`config.mk`:
```
export PLATFORM = sky130hd
export DESIGN_NAME = sram_ctl
export DESIGN_NICKNAME = d
export VERILOG_FILES = /design/src/rtl/sram_ctl_pkg.sv /design/src/rtl/sram_phase_timer.sv /design/src/rtl/sram_strobe_dec.sv /design/src/rtl/sram_ctl.sv
export SDC_FILE = /design/constraint.sdc
export NUM_CORES = 1
export LEC_CHECK = 0
export ABC_AREA = 1
export BUFFER_PORTS_ARGS = -buffer_cell sky130_fd_sc_hd__buf_2
export CAP_MARGIN = 40
export CORE_MARGIN = 3
export CORE_UTILIZATION = 40
export DETAILED_ROUTE_END_ITERATION = 8
export GPL_TIMING_DRIVEN = 0
export PLACE_DENSITY = 0.75
export SYNTH_ARGS = -nofsm -noshare
export SYNTH_HDL_FRONTEND = slang
export SYNTH_HIERARCHICAL = 1
export SYNTH_SLANG_ARGS = --single-unit
```
`constraint.sdc`:
```
create_clock -name clk -period 2.05 [get_ports clk]
set_input_delay 0.41 -clock clk [delete_from_list [all_inputs] [get_ports clk]]
set_output_delay 0.41 -clock clk [all_outputs]
set_load 0.02 [all_outputs]
```
`src/rtl/sram_ctl_pkg.sv`:
```
package sram_ctl_pkg;

    typedef enum logic [2:0] {
        S_IDLE     = 3'd0,
        S_RD_ACCESS = 3'd1,
        S_WR_GAP   = 3'd2,
        S_WR_PULSE = 3'd3,
        S_WR_HOLD  = 3'd4
    } ctl_state_e;

    // ceiling of ns / clk_ns, never below one cycle
    function automatic int ns_to_cycles(int ns, int clk_ns);
        int c;
        c = (ns + clk_ns - 1) / clk_ns;
        return (c < 1) ? 1 : c;
    endfunction

    function automatic int max2(int a, int b);
        return (a > b) ? a : b;
    endfunction

endpackage

```
`src/rtl/sram_phase_timer.sv`:
```
module sram_phase_timer #(
    parameter int CNT_W = 4
) (
    input  logic             clk,
    input  logic             rst,
    input  logic             load,
    input  logic [CNT_W-1:0] load_val,
    output logic             expired
);

    logic [CNT_W-1:0] cnt_q;

    always_ff @(posedge clk) begin
        if (rst) begin
            cnt_q <= '0;
        end else if (load) begin
            cnt_q <= load_val;
        end else if (cnt_q != '0) begin
            cnt_q <= cnt_q - 1'b1;
        end
    end

    assign expired = (cnt_q == '0);

endmodule

```
`src/rtl/sram_strobe_dec.sv`:
```
module sram_strobe_dec
    import sram_ctl_pkg::*;
(
    input  ctl_state_e state,
    output logic       sel_n,
    output logic       sel,
    output logic       oe_n,
    output logic       we_n,
    output logic       dq_oe
);

    always_comb begin
        sel_n = 1'b1;
        sel   = 1'b0;
        oe_n  = 1'b1;
        we_n  = 1'b1;
        dq_oe = 1'b0;
        unique case (state)
            S_IDLE: begin
            end
            S_RD_ACCESS: begin
                sel_n = 1'b0;
                sel   = 1'b1;
                oe_n  = 1'b0;
            end
            S_WR_GAP: begin
                sel_n = 1'b0;
                sel   = 1'b1;
            end
            S_WR_PULSE: begin
                sel_n = 1'b0;
                sel   = 1'b1;
                we_n  = 1'b0;
                dq_oe = 1'b1;
            end
            S_WR_HOLD: begin
                sel_n = 1'b0;
                sel   = 1'b1;
                dq_oe = 1'b1;
            end
            default: begin
            end
        endcase
    end

endmodule

```
`src/rtl/sram_ctl.sv`:
```
module sram_ctl
    import sram_ctl_pkg::*;
#(
    parameter int ADDR_W        = 17,
    parameter int DATA_W        = 8,
    parameter int CLK_NS        = 10,
    parameter int ADDR_ACC_NS   = 15,
    parameter int SEL_ACC_NS    = 15,
    parameter int OE_ACC_NS     = 7,
    parameter int RD_CYC_NS     = 15,
    parameter int WR_CYC_NS     = 15,
    parameter int WE_MIN_NS     = 12,
    parameter int ADDR_SETUP_NS = 12,
    parameter int DATA_SETUP_NS = 10,
    parameter int OE_FLOAT_NS   = 6,
    parameter int SEL_FLOAT_NS  = 8,
    parameter int WE_FLOAT_NS   = 7
) (
    input  logic              clk,
    input  logic              rst,
    input  logic              req_valid,
    output logic              req_ready,
    input  logic              req_write,
    input  logic [ADDR_W-1:0] req_addr,
    input  logic [DATA_W-1:0] req_wdata,
    output logic              rsp_done,
    output logic [DATA_W-1:0] rsp_rdata,
    output logic [ADDR_W-1:0] mem_addr,
    output logic              mem_sel_n,
    output logic              mem_sel,
    output logic              mem_oe_n,
    output logic              mem_we_n,
    output logic [DATA_W-1:0] mem_dq_out,
    input  logic [DATA_W-1:0] mem_dq_in,
    output logic              mem_dq_oe
);

    // phase lengths in cycles
    localparam int ACC_CYC = max2(max2(ns_to_cycles(ADDR_ACC_NS, CLK_NS),
                                       ns_to_cycles(SEL_ACC_NS, CLK_NS)),
                                  max2(ns_to_cycles(OE_ACC_NS, CLK_NS),
                                       ns_to_cycles(RD_CYC_NS, CLK_NS)));
    localparam int GAP_CYC = max2(ns_to_cycles(OE_FLOAT_NS, CLK_NS),
                                  max2(ns_to_cycles(SEL_FLOAT_NS, CLK_NS),
                                       ns_to_cycles(WE_FLOAT_NS, CLK_NS)));
    localparam int PW_BASE = max2(ns_to_cycles(WE_MIN_NS, CLK_NS),
                                  max2(ns_to_cycles(ADDR_SETUP_NS, CLK_NS),
                                       ns_to_cycles(DATA_SETUP_NS, CLK_NS)));
    localparam int PW_CYC  = max2(PW_BASE, ns_to_cycles(WR_CYC_NS, CLK_NS) - GAP_CYC - 1);
    localparam int MAX_CYC = max2(ACC_CYC, max2(GAP_CYC, PW_CYC));
    localparam int CNT_W   = $clog2(MAX_CYC + 1);

    ctl_state_e        state_q, state_nxt;
    logic              tmr_load, tmr_expired;
    logic [CNT_W-1:0]  tmr_val;
    logic [ADDR_W-1:0] addr_q;
    logic [DATA_W-1:0] wdata_q;
    logic [DATA_W-1:0] rdata_q;
    logic              done_q;
    logic              accept;

    assign req_ready = (state_q == S_IDLE);
    assign accept    = req_valid && req_ready;

    // next-state selection
    always_comb begin
        state_nxt = state_q;
        unique case (state_q)
            S_IDLE:      if (req_valid) state_nxt = req_write ? S_WR_GAP : S_RD_ACCESS;
            S_RD_ACCESS: if (tmr_expired) state_nxt = S_IDLE;
            S_WR_GAP:    if (tmr_expired) state_nxt = S_WR_PULSE;
            S_WR_PULSE:  if (tmr_expired) state_nxt = S_WR_HOLD;
            S_WR_HOLD:   state_nxt = S_IDLE;
            default:     state_nxt = S_IDLE;
        endcase
    end

    // phase length loaded on every state change
    always_comb begin
        tmr_load = (state_nxt != state_q);
        unique case (state_nxt)
            S_RD_ACCESS: tmr_val = CNT_W'(ACC_CYC - 1);
            S_WR_GAP:    tmr_val = CNT_W'(GAP_CYC - 1);
            S_WR_PULSE:  tmr_val = CNT_W'(PW_CYC - 1);
            default:     tmr_val = '0;
        endcase
    end

    // state register
    always_ff @(posedge clk) begin
        if (rst) state_q <= S_IDLE;
        else     state_q <= state_nxt;
    end

    // request latch, capture and completion
    always_ff @(posedge clk) begin
        if (rst) begin
            addr_q  <= '0;
            wdata_q <= '0;
            rdata_q <= '0;
            done_q  <= 1'b0;
        end else begin
            done_q <= 1'b0;
            if (accept) begin
                addr_q  <= req_addr;
                wdata_q <= req_wdata;
            end
            if (state_q == S_RD_ACCESS && tmr_expired) begin
                rdata_q <= mem_dq_in;
                done_q  <= 1'b1;
            end
            if (state_q == S_WR_HOLD) begin
                done_q <= 1'b1;
            end
        end
    end

    sram_phase_timer #(.CNT_W(CNT_W)) timer_i (
        .clk      (clk),
        .rst      (rst),
        .load     (tmr_load),
        .load_val (tmr_val),
        .expired  (tmr_expired)
    );

    sram_strobe_dec strobe_i (
        .state (state_q),
        .sel_n (mem_sel_n),
        .sel   (mem_sel),
        .oe_n  (mem_oe_n),
        .we_n  (mem_we_n),
        .dq_oe (mem_dq_oe)
    );

    assign mem_addr   = addr_q;
    assign mem_dq_out = wdata_q;
    assign rsp_done   = done_q;
    assign rsp_rdata  = rdata_q;

    // never drive the bus while the memory may be driving it
    a_r7_no_contention: assert property (@(posedge clk) disable iff (rst)
        mem_dq_oe |-> (mem_oe_n && !mem_sel_n && mem_sel));

    // write enable low only inside a selected, driven window
    a_r5_we_window: assert property (@(posedge clk) disable iff (rst)
        !mem_we_n |-> (!mem_sel_n && mem_sel && mem_dq_oe));

    // data still driven in the cycle write enable returns high
    a_r6_hold_after_we: assert property (@(posedge clk) disable iff (rst)
        ($rose(mem_we_n) && !mem_sel_n) |-> mem_dq_oe);

    // completion is a single-cycle pulse
    a_r3_done_single: assert property (@(posedge clk) disable iff (rst)
        rsp_done |=> !rsp_done);

    // address frozen across the active phases
    a_r9_addr_stable: assert property (@(posedge clk) disable iff (rst)
        (state_q != S_IDLE && state_nxt != S_IDLE) |=> $stable(mem_addr));

    // reset leaves the memory deselected and the bus released
    a_r10_reset_idle: assert property (@(posedge clk)
        rst |=> (mem_sel_n && !mem_sel && mem_oe_n && mem_we_n && !mem_dq_oe && !rsp_done));

endmodule

```
* Yosys cells after proc, flatten, opt, wreduce, memory -nomap -nowiden
Index checks and enable logic that the tools add are counted.
** Word-level totals
- Latch bits :: 0
- Memories :: 0
- Flip-flop bits (word level) :: 39
- ROM bits :: 0
- Bits of input ports :: 37
- Bits in writable memories :: 0
- Output and inout bits :: 40
** Operators by class
- Multiply operators :: 0
- Shifts and indexed selects :: 0
- Add/subtract/negate cells :: 1
- Muxes and demuxes :: 16
- Bitwise operators :: 0
- Divide/modulo/power cells :: 0
- Equal/unequal tests :: 7
- Reductions and logical operators :: 9
- Order comparisons :: 0
** Operators by type and width (number)
- 3-bit 2-to-1 mux :: 4
- 3-bit case mux with 4 select lines :: 1
- 3-bit by 2-bit == test with 1-bit output, second input constant :: 3
- 1-bit 2-to-1 mux :: 8
- 3-bit by 1-bit == test with 1-bit output, second input constant :: 2
- 2-bit 2-to-1 mux :: 3
- 2-bit nonzero test :: 2
- 2-bit OR reduction :: 2
- 4-bit OR reduction :: 1
- 3-bit == test, second input constant :: 1
- 3-bit zero test :: 1
- 3-bit != test :: 1
- 1-bit logical AND :: 2
- 2-bit zero test :: 1
- 2-bit by 1-bit subtractor with 2-bit output, second input constant :: 1

* Logic depth before layout (Yosys ltp)
- Depth after elaboration :: 7
- Mapped depth :: 11
- Mapped depth without buffers :: 11

* Cells and area by module
Netlist, hierarchy kept.
** By module, submodules not included
- sram_ctl :: cells an instance 185, area an instance 1491.4 µm², times used 1
- sram_phase_timer :: cells an instance 17, area an instance 113.9 µm², times used 1
- sram_strobe_dec :: cells an instance 10, area an instance 60.1 µm², times used 1

* Worst setup path before layout
No wires, ideal clock.
- Kind :: register -> register
- Start point :: register timer_i.cnt_q[0]
- End point :: register timer_i.cnt_q[1]
- Period minus slack after synthesis :: 1.458 ns
- Buffers on the path :: 1
- Data arrival time :: 1.338 ns
- Stages on the path, launching flop included :: 11
- Data required time :: 1.930 ns
- Slack :: 0.592 ns
- Cells stage by stage :: dfxtp_1 > inv_1 > ha_1 > buf_2 > nand2_1 > nand2_1 > nand3_1 > nand3_1 > inv_1 > o21ai_0 > a21oi_1
** On the way
- Cells in the longest elaborated chain, start to end :: 5
** Ends and longest elaborated chain
- start: declaration :: RTL line sram_phase_timer.sv:11 : logic [CNT_W-1:0] cnt_q;
- start signal: assignment :: RTL line sram_phase_timer.sv:17 : cnt_q <= load_val;
- start signal: assignment :: RTL line sram_phase_timer.sv:19 : cnt_q <= cnt_q - 1'b1;
- 2-bit zero test * :: RTL line sram_phase_timer.sv:23 : assign expired = (cnt_q == '0);
- net tmr_expired :: RTL line sram_ctl.sv:54 : logic tmr_load, tmr_expired;
- 3-bit 2-to-1 mux (on tied branches) :: RTL line sram_ctl.sv:72, sram_ctl.sv:70, sram_ctl.sv:71
- 3-bit case mux with 4 select lines * :: RTL line sram_ctl.sv:68 : unique case (state_q)
- 3-bit != test * :: RTL line sram_ctl.sv:80 : tmr_load = (state_nxt != state_q);
- net tmr_load :: RTL line sram_ctl.sv:54
- 2-bit 2-to-1 mux / 2-bit nonzero test (equally long branches)
The timed path passes the listed nets; every way through them passes the cells marked *. The select of a mux whose other input is x is not followed.
A chain may end at the register's enable or synchronous reset.

* Worst setup path in the final report
- Start point :: register state_q[0]
- End point :: output req_ready
** On the way
- Cells in the longest elaborated chain, start to end :: 1
** Ends and longest elaborated chain
- start: declaration :: RTL line sram_ctl.sv:53 : ctl_state_e state_q, state_nxt;
- start signal: assignment :: RTL line sram_ctl.sv:92 : else state_q <= state_nxt;
- 3-bit zero test :: RTL line sram_ctl.sv:62 : assign req_ready = (state_q == S_IDLE);
- end: declaration :: RTL line sram_ctl.sv:22 : output logic req_ready,
Every way passes these cells.

==> impl_metrics.ini <==
[clock_network]
hold_buffers = 0
cts_sinks = 39
cts_buffers = 5
post-cts-setup-buffer-count = 0
clock_path_buffers = 2
cts_resized = 0
cts_tree = built
clk_latency_ns = 0.29
htreeDepth = 2
cts_root_buf = clkbuf_8
clk_pin_slew_ns = 0.08

[synthesis]
ys_seq_area_frac = 0.469
synth_cell_types = 27
syn_nets = 250
synth-seq-cells = 39
syn-cell-area_um2 = 1670
syn_avg_cell_area_um2 = 7.86
ys.warnings.count = 6
syn_inst = 212

[pwr]
total_leakage_power_nw = 1.03
seqPwrFrac = 0.342
clock_power_share = 0.190
p_sw_mw = 1.27
swShare = 0.424
ir_worst_vdd_mv = 0.659
internal-power_mw = 1.72
p_total_mw = 2.99
combPwrFrac = 0.468
power_density_nw_per_um2 = 1360

[sta]
slew_headroom = 0.656
finalSetupViolCount = 0
clock.fmax_mhz = 540
maxSlewViolCount = 0
hold_slack_ns = 0.377
period_share = 0.904
worst_pin_slew_ns = 0.515
clock_skew_ns = 0.00850
period_needed_ns = 1.85
setup_tns_ns = 0
hold_violations = 0
rsz0062_at_grt = false

[cells_and_area]
drive_gt1_frac = 0.353
nFillCells = 384
area_delta_synth_final_pct = 32.4
multiInputGateArea_um2 = 739
seqCellArea_um2 = 781
nNetsFinal = 332
stdcell_count = 343
antenna_cells = 0

[global_routing]
grt_pass1_vias = 1519
overflow = 0
antenna_found_initial = 0
grt_max_degree = 13
grt_pass1_wl_mm = 6.84
grtUsageTotal = 0.168

[route]
drt_wl_total_mm = 4.22
dr.pass1.iters = 4
wl_per_cell_um = 12.3
viasPerCell = 4.90
dr.first_iter.drc_count = 81
num_vias = 1679
ant_nets = 0
drc = 0

[floorplan]
core_area_um2 = 3830
die_h_um = 70.5
ios = 77
die_w_um = 70.5
num_rows = 22
start_util = 0.435
die-area_um2 = 4970

[placed_design]
place_congestion = 0.769
portBuffers = 75
placed_cells = 335
dpl.hpwl_mm = 3.05

[worst_setup_path]
r2r_slack_ns = 0.37
required_ns = 1.64
crit_chain = inv_2, nand2_4, inv_6, buf_8, buf_2
critPathKind = flip-flop to output pin
crit_slowest_cell = dfxtp_1
max_stage_delay_ns = 0.57
critPathArrivalTime_ns = 1.44
worstPathMaxFanout = 10
startpoint_type = flip-flop
cp-end-kind = output pin

[run]
drv_cap = 0

[run_status]
status = finished clean

[min_path]
hp-class = primary input to flip-flop
==> area by class of cell <==
class	count	share of cell area
sequential	39	0.354
multi-input combinational	148	0.335
tap	48	0.0272
timing repair buffer	75	0.170
clock buffer	7	0.0437
clock inverter	1	0.00341
buffer	14	0.0448
inverter	11	0.0210
==> state kept, by name, summed over array words and instances, names as in the netlist <==
register / cells
rsp_done: 1
timer_i/cnt_q: 2
mem_addr: 17
mem_dq_out: 8
state_q: 3
rsp_rdata: 8
==> synth_stat cells <==
master / instances / share of area
nand3b_1: 1 / 0.0045
nor4_1: 1 / 0.0038
inv_1: 8 / 0.018
nand2_1: 45 / 0.10
nand2_8: 1 / 0.012
inv_2: 2 / 0.0045
nand3_2: 2 / 0.012
nor3_1: 1 / 0.0030
or2_0: 1 / 0.0038
nand3_1: 29 / 0.087
nand2_4: 1 / 0.0068
nor2_4: 1 / 0.0068
buf_6: 4 / 0.027
nor2_1: 7 / 0.016
nand2_2: 2 / 0.0075
buf_8: 1 / 0.0090
dfxtp_1: 39 / 0.47
a21oi_1: 39 / 0.12
o21ai_0: 5 / 0.015
nor2_2: 2 / 0.0075
buf_1: 1 / 0.0023
ha_1: 1 / 0.0075
nand4_1: 8 / 0.030
clkbuf_1: 4 / 0.0090
inv_6: 1 / 0.0053
buf_2: 4 / 0.012
conb_1: 1 / 0.0023
==> power by group through the flow <==
stage / Sequential [mW] / Clock, mW / Combinational [mW]
after floorplan: 1.17 / 0 / 0.894
after global placement: 1.03 / 0 / 1.39
after detailed placement: 1.04 / 0 / 1.41
after CTS: 1.02 / 0.578 / 1.41
after global routing: 1.05 / 0.613 / 1.55
final: 1.03 / 0.568 / 1.40
==> cells in the final DEF, fill, tap and decap left out, types with 2 or more instances in the layout <==
cell,count
buf_2,79
nor2_2,2
inv_2,2
nand3_2,2
o21ai_0,5
nand4_1,8
clkbuf_8,7
nand2_2,2
inv_1,8
a21oi_1,39
nand2_1,45
clkbuf_1,4
buf_6,4
nor2_1,7
dfxtp_1,39
nand3_1,29
==> metal layers <==
metal / GRT usage / part of all wire
met2: 0.259 / 0.43
met4: 0.0511 / 0.011
met3: 0.0518 / 0.084
met1: 0.226 / 0.48
met5: 0 / 0
==> worst paths after layout <==
path | start | end | cells after the start
worst max-delay path | state_q[0]$_SDFF_PP0_ | req_ready | 5
worst min register to register | mem_addr[4]$_SDFFE_PP0P_ | mem_addr[4]$_SDFFE_PP0P_ | 2
worst max register to register | timer_i/cnt_q[0]$_SDFFE_PP0P_ | timer_i/cnt_q[1]$_SDFFE_PP0P_ | 10
worst min-delay path | req_wdata[5] | mem_dq_out[5]$_SDFFE_PP0P_ | 3
==> cells by family after synthesis <==
kind of cell,count (synthesis),synth area share
buf+inv,25,0.0871
simple gates,102,0.302
fa+ha+maj,1,0.00751
compound gates,44,0.132
other cells,1,0.00225
flops,39,0.469
==> worst max-delay path: cells and delay by family (launching register included) <==
family        cells  cell delay (ns)
flops             1             0.57
simple gates      1             0.11
buf+inv           4             0.46
==> stage by stage <==
step                instance area [um^2]  utilization  setup WS [ns]
floorplan                           1670            -          0.592
global placement                    2100        0.549          0.407
detailed placement                  2100        0.549          0.385
CTS                                 2200        0.576          0.204
global route                        2200        0.576          0.130
finish                              2200        0.576          0.197
(Power assumes the default switching activity.)
